==> config.mk <==
export PLATFORM = sky130hd
export DESIGN_NAME = align_fault_unit
export DESIGN_NICKNAME = d
export VERILOG_FILES = /design/src/rtl/align_fault_unit.sv
export SDC_FILE = /design/constraint.sdc
export NUM_CORES = 1
export LEC_CHECK = 0
export BUFFER_PORTS_ARGS = -buffer_cell sky130_fd_sc_hd__buf_2
export CORE_MARGIN = 3
export CORE_UTILIZATION = 24
export CTS_CLUSTER_SIZE = 30
export DETAILED_ROUTE_END_ITERATION = 7
export PLACE_DENSITY = 0.95
export REMOVE_ABC_BUFFERS = 1
export SETUP_SLACK_MARGIN = 0.05
export SLEW_MARGIN = 15
export SYNTH_ARGS = -nofsm -noshare
export SYNTH_HDL_FRONTEND = slang
export SYNTH_SLANG_ARGS = --single-unit
export TNS_END_PERCENT = 100
==> constraint.sdc <==
create_clock -name clk -period 1.75 [get_ports clk]
set_input_delay 0.0875 -clock clk [delete_from_list [all_inputs] [get_ports clk]]
set_output_delay 0.0875 -clock clk [all_outputs]
set_load 0.02 [all_outputs]
==> src/rtl/align_fault_unit.sv <==
module align_fault_unit #(
  parameter int ADDR_W       = 32,
  parameter int VEC_W        = 8,
  parameter int CODE_W       = 32,
  parameter int FAULT_VECTOR = 17
) (
  input  logic              clk,
  input  logic              rst,
  input  logic              req_valid,
  input  logic [ADDR_W-1:0] req_addr,
  input  logic [3:0]        req_type,
  input  logic              opsize32,
  input  logic [1:0]        cpl,
  input  logic              sys_access,
  input  logic              align_en,
  output logic              fault_pulse,
  output logic [VEC_W-1:0]  fault_vector,
  output logic [CODE_W-1:0] fault_code
);

  logic [2:0] low_mask;
  logic       checking;
  logic       misaligned;
  logic       fault_q;
  logic       unused_hi;

  assign unused_hi = ^req_addr[ADDR_W-1:3];

  always_comb begin
    case (req_type)
      4'd1, 4'd2, 4'd3:                     low_mask = 3'b001;
      4'd4, 4'd5, 4'd6, 4'd7, 4'd8, 4'd9:   low_mask = 3'b011;
      4'd10, 4'd11:                         low_mask = 3'b111;
      4'd12, 4'd13:                         low_mask = opsize32 ? 3'b011 : 3'b001;
      default:                              low_mask = 3'b000;
    endcase
  end

  assign checking   = req_valid && align_en && (cpl == 2'd3) && !sys_access;
  assign misaligned = |(req_addr[2:0] & low_mask);

  always_ff @(posedge clk) begin
    if (rst) fault_q <= 1'b0;
    else     fault_q <= checking && misaligned;
  end

  assign fault_pulse  = fault_q;
  assign fault_vector = fault_q ? VEC_W'(FAULT_VECTOR) : '0;
  assign fault_code   = '0;

  AST_EN_GATE: assert property (@(posedge clk) disable iff (rst)
    !align_en |=> !fault_pulse);
  AST_PRIV_GATE: assert property (@(posedge clk) disable iff (rst)
    (cpl != 2'd3) |=> !fault_pulse);
  AST_SYS_EXEMPT: assert property (@(posedge clk) disable iff (rst)
    sys_access |=> !fault_pulse);
  AST_WORD_ODD: assert property (@(posedge clk) disable iff (rst)
    (req_valid && align_en && cpl == 2'd3 && !sys_access && req_type == 4'd1 && req_addr[0])
      |=> fault_pulse);
  AST_QWORD_ALIGNED: assert property (@(posedge clk) disable iff (rst)
    ((req_type == 4'd10 || req_type == 4'd11) && req_addr[2:0] == 3'd0) |=> !fault_pulse);
  AST_BYTE_NEVER: assert property (@(posedge clk) disable iff (rst)
    (req_type == 4'd0 || req_type >= 4'd14) |=> !fault_pulse);
  AST_IDLE_LOW: assert property (@(posedge clk) disable iff (rst)
    !req_valid |=> !fault_pulse);
  AST_VEC_VALUE: assert property (@(posedge clk) disable iff (rst)
    fault_pulse |-> (fault_vector == VEC_W'(FAULT_VECTOR) && fault_code == '0));
  AST_VEC_QUIET: assert property (@(posedge clk) disable iff (rst)
    !fault_pulse |-> (fault_vector == '0 && fault_code == '0));
  AST_RESET_CLEAR: assert property (@(posedge clk)
    rst |=> !fault_pulse);

endmodule

==> impl_metrics.csv, run 1 <==
group,metric,value,unit
clock_tree,cts_setup_buffers,0,
logic_synthesis,ys.flop_type,"dfxtp_1",
critical_path,required,1.63,ns
sta,fin_hold_ws,0.336,ns
final_layout,count_of_non_filler_cells_in_the_finished_layout,80,
logic_synthesis,post_synth.cell_area_avg,7.53,sq um
detailed_routing,avgViaCountPerCell,3.16,
logic_synthesis,count_of_flip_flops_with_a_built_in_enable_after_synthesis,0,
critical_path,cp_max_fo,1,
logic_synthesis,syn_area,384,sq um
placed_design,final_replace_weighted_congestion,0.536,
final_layout,area.growth.synth_to_final,-15.0,%
logic_synthesis,synth_seq_area_share,0.0521,
final_layout,fill_cells,170,
logic_synthesis,ys.warnings.count,0,
global_routing,grt_pass1_vias,162,
detailed_routing,detailed_route_iter0_violations,0,
critical_path,cp_cell_sequence,"buf_2 -> a211oi_1 -> nor3b_1 -> o2111a_1",
global_routing,grt_remaining_overflow,0,
final_layout,layout.core_utilization,0.233,
critical_path,crit_path_top_delay_cell,"o2111a_1",
floorplanning,die-width,46.0,microns
clock_tree,post_cts_hold_buffer_count,0,
floorplanning,die_area,0.00212,sq mm
sta,fin_tns_setup,0,ns
critical_path,worst_setup_path_end_kind,"flop",
critical_path,critical_path.top_delay_family,"compound AO/OA/AOI/OAI gates",
power_and_ir_drop,power_per_cell_area,376,mW/mm^2
final_layout,layout-drive-gt1-share,0.262,
critical_path,slowest_delay,0.24,ns
floorplanning,floorplan.core_area,0.00140,sq mm
floorplanning,fp.dieH,46.0,microns
logic_synthesis,netlist_top_cells_area,"buf_4 (78%), dfxtp_1 (5.2%), o2111a_1 (2.9%)",
logic_synthesis,syn-instance-count,51,
floorplanning,floorplan.initialDensity,0.275,
logic_synthesis,async_flop_share,0,
logic_synthesis,synth.distinct_cells,11,
sta,hold_viol,0,
sta,period_minus_slack,0.867,ns
logic_synthesis,synth_top_area_cell,"buf_4",
floorplanning,pin_count,85,
sta,slew_violations,0,
power_and_ir_drop,peakVddDrop,0.138,mV
placed_design,placedCellCount,80,
critical_path,worstPathArrival,0.75,ns
placed_design,port_buffers,17,
detailed_routing,wl_per_cell,7.23,microns
detailed_routing,post-route-drc-count,0,
detailed_routing,routed_wl,578,microns
final_layout,antenna-diode-count,0,
final_layout,finalNetCount,111,
sta,setup-violations-final,0,
clock_tree,number_of_cells_upsized_or_downsized_after_cts,0,
clock_tree,path_clk_slew,0,ns
sta,grt_setup_unrepaired,"no",
critical_path,startpoint_type,"primary input",
logic_synthesis,ys_top_cells_by_count,"buf_4 (40), o21ai_0 (2)",
status,result_of_the_run,"complete, no violations",
global_routing,globalRouteTotalUtil,0.0389,
sta,timing.fmax,1.15,GHz
logic_synthesis,ys_ff_latch,1,
global_routing,grt_max_degree,5,
sta,finalCritPeriodShare,0.495,
global_routing,antenna_found_initial,0,
detailed_routing,num_vias,253,
power_and_ir_drop,leakagePower,0.223,nW
logic_synthesis,share_of_the_synthesized_area_in_the_top_cell_type,0.782,
logic_synthesis,yosys.cell_count.top_type,"buf_4",
worst_hold_path,hold_path_depth,2,
power_and_ir_drop,total_power,0.000123,W
worst_hold_path,hp-class,"primary input to flop",
floorplanning,placement_rows,13,
global_routing,global_route_wire_length_before_repair,627,microns
critical_path,critical_path_class,"primary input to flop",
critical_path,critPathBufInv,1,
final_layout,largest_register_ffs,1,
detailed_routing,drt_pass1_iterations,1,
detailed_routing,postRouteAntennaNets,0,
critical_path,critical_path_cell_count,4,
job,max_cap_violations,0,
cells by family after synthesis:
| kind of cell | count (synthesis) | share of synthesized area |
|---|---|---|
| AOI/OAI and AO/OA | 6 | 0.114 |
| buffers and inverters | 40 | 0.782 |
| DFF | 1 | 0.0521 |
| other | 1 | 0.00976 |
| and+or+nand+nor | 3 | 0.0423 |
final timing paths:
| path | from | endpoint | slack, ns |
|---|---|---|---|
| max | req_addr[2] | fault_pulse$_SDFF_PP0_ | 0.88 |
| min | cpl[1] | fault_pulse$_SDFF_PP0_ | 0.34 |
routing by layer:
layer | vias up | GRT usage | wire length (microns)
met5 | - | 0 | 0
met4 | 0 | 0 | 0
met3 | 0 | 0.0119 | 148
met2 | 33 | 0.0824 | 275
met1 | 105 | 0.0370 | 154
li1 | 115 | - | -
cell type report:
cell class	instances	area, sq um	area share
Sequential cell	1	20.0	0.0613
Timing Repair Buffer	17	85.1	0.261
Tap cell	15	18.8	0.0575
Multi-Input combinational cell	47	203	0.621
where the power goes:
| part | internal [W] | switching, W | leakage, nW |
|---|---|---|---|
| registers | 0.0000234 | 0.0000000949 | 0.00806 |
| clock network | 0 | 0 | 0 |
| logic | 0.0000154 | 0.0000837 | 0.214 |
| total | 0.0000389 | 0.0000838 | 0.223 |
cells in the final DEF (no fill, tap or decap):
master	instances
nor3b_1	1
o21ai_0	2
nor3_1	1
nand2_1	1
dfxtp_1	1
o2111a_1	1
o21bai_1	1
buf_2	17
a211oi_1	1
a22oi_1	1
conb_1	38
stage by stage:
step	setup WS [ns]	instance area, sq um
finish	0.883	327
CTS	0.879	327
global placement	0.898	327
detailed placement	0.884	327
floorplan	1.01	223
global route	0.770	327
Power figures use the tool's default switching activity.
==> run 2: changes to the inputs <==
ABC_AREA = 1   (was not set)
CORE_ASPECT_RATIO = 0.8   (was not set)
CORE_UTILIZATION = 23   (was 24)
PLACE_DENSITY = 0.91   (was 0.95)
clock period = 0.9 ns   (was 1.75 ns; I/O delays follow)
==> run 2 against run 1 <==
Net effect:
- highest routed layer unchanged
- routed wire length increased by 1.4%
- first-iteration DRC count stayed put
- sequential share of layout area decreased by 0.29 points
==> impl_metrics.csv, run 2 <==
group,metric,value,unit
status,result_of_the_run,"complete, no violations",
critical_path,cp_max_fo,3,
floorplanning,fp.dieH,43.0,microns
final_layout,finalNetCount,117,
logic_synthesis,async_flop_share,0,
sta,timing.fmax,1.53,GHz
logic_synthesis,fraction_of_the_mapped_netlist_area_in_simple_logic_gates,0.108,
critical_path,crit_path_top_delay_cell,"o21ai_0",
floorplanning,placement_rows,12,
sta,layout_setup_ws,0.246,ns
clock_tree,cts_setup_buffers,0,
global_routing,globalRouteTotalUtil,0.0321,
global_routing,grt_pass1_vias,140,
final_layout,area.growth.synth_to_final,-12.7,%
logic_synthesis,synth-compound-area-share,0.0478,
critical_path,cp_cell_sequence,"buf_2 -> o21ai_0 -> nand2_1 -> nand3_1 -> a21oi_1",
logic_synthesis,post_synthesis_mux_area_share,0,
final_layout,sequential_cell_area,20.0,sq um
critical_path,worstPathArrival,0.53,ns
placed_design,dp_hpwl,579,microns
floorplanning,floorplan.core_area,0.00149,sq mm
floorplanning,die_area,0.00224,sq mm
logic_synthesis,ys.flop_type,"dfxtp_1",
logic_synthesis,post_synth_fa_ha_maj_area_fraction,0,
logic_synthesis,ys_top_cells_by_count,"buf_4 (40), nand2_1 (4), nand3_1 (3)",
detailed_routing,num_vias,248,
logic_synthesis,synth.distinct_cells,11,
final_layout,top_library_cells_by_usage_in_the_layout_fill_and_taps_aside,"conb_1 (38), buf_2 (17), nand2_1 (4)",
detailed_routing,wl_per_cell,6.37,microns
logic_synthesis,synth_seq_area_share,0.0510,
critical_path,critical_path.top_delay_family,"compound AO/OA/AOI/OAI gates",
detailed_routing,avgViaCountPerCell,2.70,
global_routing,antenna_found_initial,0,
final_layout,fill_cells,174,
critical_path,critical_path_class,"primary input to flop",
job,max_cap_violations,0,
clock_tree,number_of_cells_upsized_or_downsized_after_cts,0,
detailed_routing,post-route-drc-count,0,
logic_synthesis,syn-instance-count,57,
logic_synthesis,share_of_the_synthesized_area_in_the_top_cell_type,0.764,
final_layout,antenna-diode-count,0,
logic_synthesis,yosys.area_share.xor_xnor,0,
sta,finalCritPeriodShare,0.727,
logic_synthesis,main_combinational_cell_family_by_area_after_synthesis,"buffers and inverters",
sta,slew_violations,0,
global_routing,grt_remaining_overflow,0,
floorplanning,floorplan.initialDensity,0.264,
logic_synthesis,ys.warnings.count,0,
power_and_ir_drop,total_power,0.000240,W
clock_tree,path_clk_slew,0,ns
logic_synthesis,yosys.cell_count.top_type,"buf_4",
clock_tree,post_cts_hold_buffer_count,0,
floorplanning,die-width,52.2,microns
critical_path,startpoint_type,"primary input",
logic_synthesis,post_synth.cell_area_avg,6.89,sq um
sta,hold_viol,0,
detailed_routing,detailed_route_iter0_violations,0,
final_layout,layout_commonest_cell,"conb_1",
global_routing,global_route_wire_length_before_repair,600,microns
power_and_ir_drop,peakVddDrop,0.177,mV
final_layout,multi_input_area,204,sq um
critical_path,slowest_delay,0.16,ns
global_routing,grt_max_degree,4,
critical_path,worst_setup_path_end_kind,"flop",
placed_design,preCtsSetupSlack,0.243,ns
final_layout,layout-drive-gt1-share,0.254,
sta,setup-violations-final,0,
logic_synthesis,synth_top_area_cell,"buf_4",
detailed_routing,routed_wl,586,microns
logic_synthesis,netlist_top_cells_area,"buf_4 (76%), dfxtp_1 (5.1%), nand3_1 (3.8%)",
logic_synthesis,ys_ff_latch,1,
final_layout,largest_register_ffs,1,
logic_synthesis,syn_area,393,sq um
critical_path,critPathBufInv,1,
detailed_routing,drt_pass1_iterations,1,
power_and_ir_drop,power_per_cell_area,701,mW/mm^2
detailed_routing,postRouteAntennaNets,0,
critical_path,required,0.78,ns
logic_synthesis,count_of_flip_flops_with_a_built_in_enable_after_synthesis,0,
power_and_ir_drop,leakagePower,0.233,nW
worst_hold_path,hp-class,"primary input to flop",
placed_design,port_buffers,17,
placed_design,final_replace_weighted_congestion,0.604,
sta,fin_tns_setup,0,ns
sta,grt_setup_unrepaired,"no",
floorplanning,pin_count,85,
sta,period_minus_slack,0.654,ns
## run 2: cell count changes in the layout (fill, tap and decap cells not counted), sizes merged
cell	delta
a211oi	-1
nor3b	-1
nand3	+3
o2111a	-1
a22oi	-1
nor2	+2
a21oi	+1
nand2	+3
o21bai	-1
inv	+2
## run 2: kinds of logic (layout without fill, tap and decap cells)
family / count (synthesis) / count (layout)
other: 1 / 38
buffers and inverters: 42 / 19
flip-flops: 1 / 1
AND/OR/NAND/NOR: 10 / 10
AO/OA/AOI/OAI: 3 / 3
## run 2: where the power goes
| group | total (W) | leakage (nW) | internal (W) | switching (W) |
|---|---|---|---|---|
| logic | 0.000195 | 0.225 | 0.0000301 | 0.000164 |
| registers | 0.0000457 | 0.00806 | 0.0000455 | 0.000000145 |
| clock network | 0 | 0 | 0 | 0 |
| total | 0.000240 | 0.233 | 0.0000757 | 0.000165 |
## run 2: per-layer routing
| layer | vias to the layer above | global-route usage | wire [microns] |
|---|---|---|---|
| met5 | - | 0 | 0 |
| met2 | 22 | 0.0652 | 332 |
| met1 | 101 | 0.0392 | 151 |
| met3 | 0 | 0 | 103 |
| met4 | 0 | 0 | 0 |
| li1 | 125 | - | - |
## run 2: worst paths after layout
check	start	endpoint	slack (ns)	depth (start not counted)
setup / recovery	req_type[1]	fault_pulse$_SDFF_PP0_	0.25	5
hold / removal	req_valid	fault_pulse$_SDFF_PP0_	0.31	3
## run 2: through the flow
stage	std cells	utilization	hold WS [ns]	area, sq um
floorplan	54	-	0.186	231
global placement	92	0.231	0.328	343
detailed placement	92	0.231	0.319	343
CTS	92	0.231	0.322	343
global route	92	0.231	0.336	343
finish	92	0.231	0.313	343
## run 2: final cells by class
class / instances / area share
flip-flops and latches: 1 / 0.0584
repair buffers: 17 / 0.248
inverters: 2 / 0.0219
well taps: 21 / 0.0766
multi-input cells: 51 / 0.595
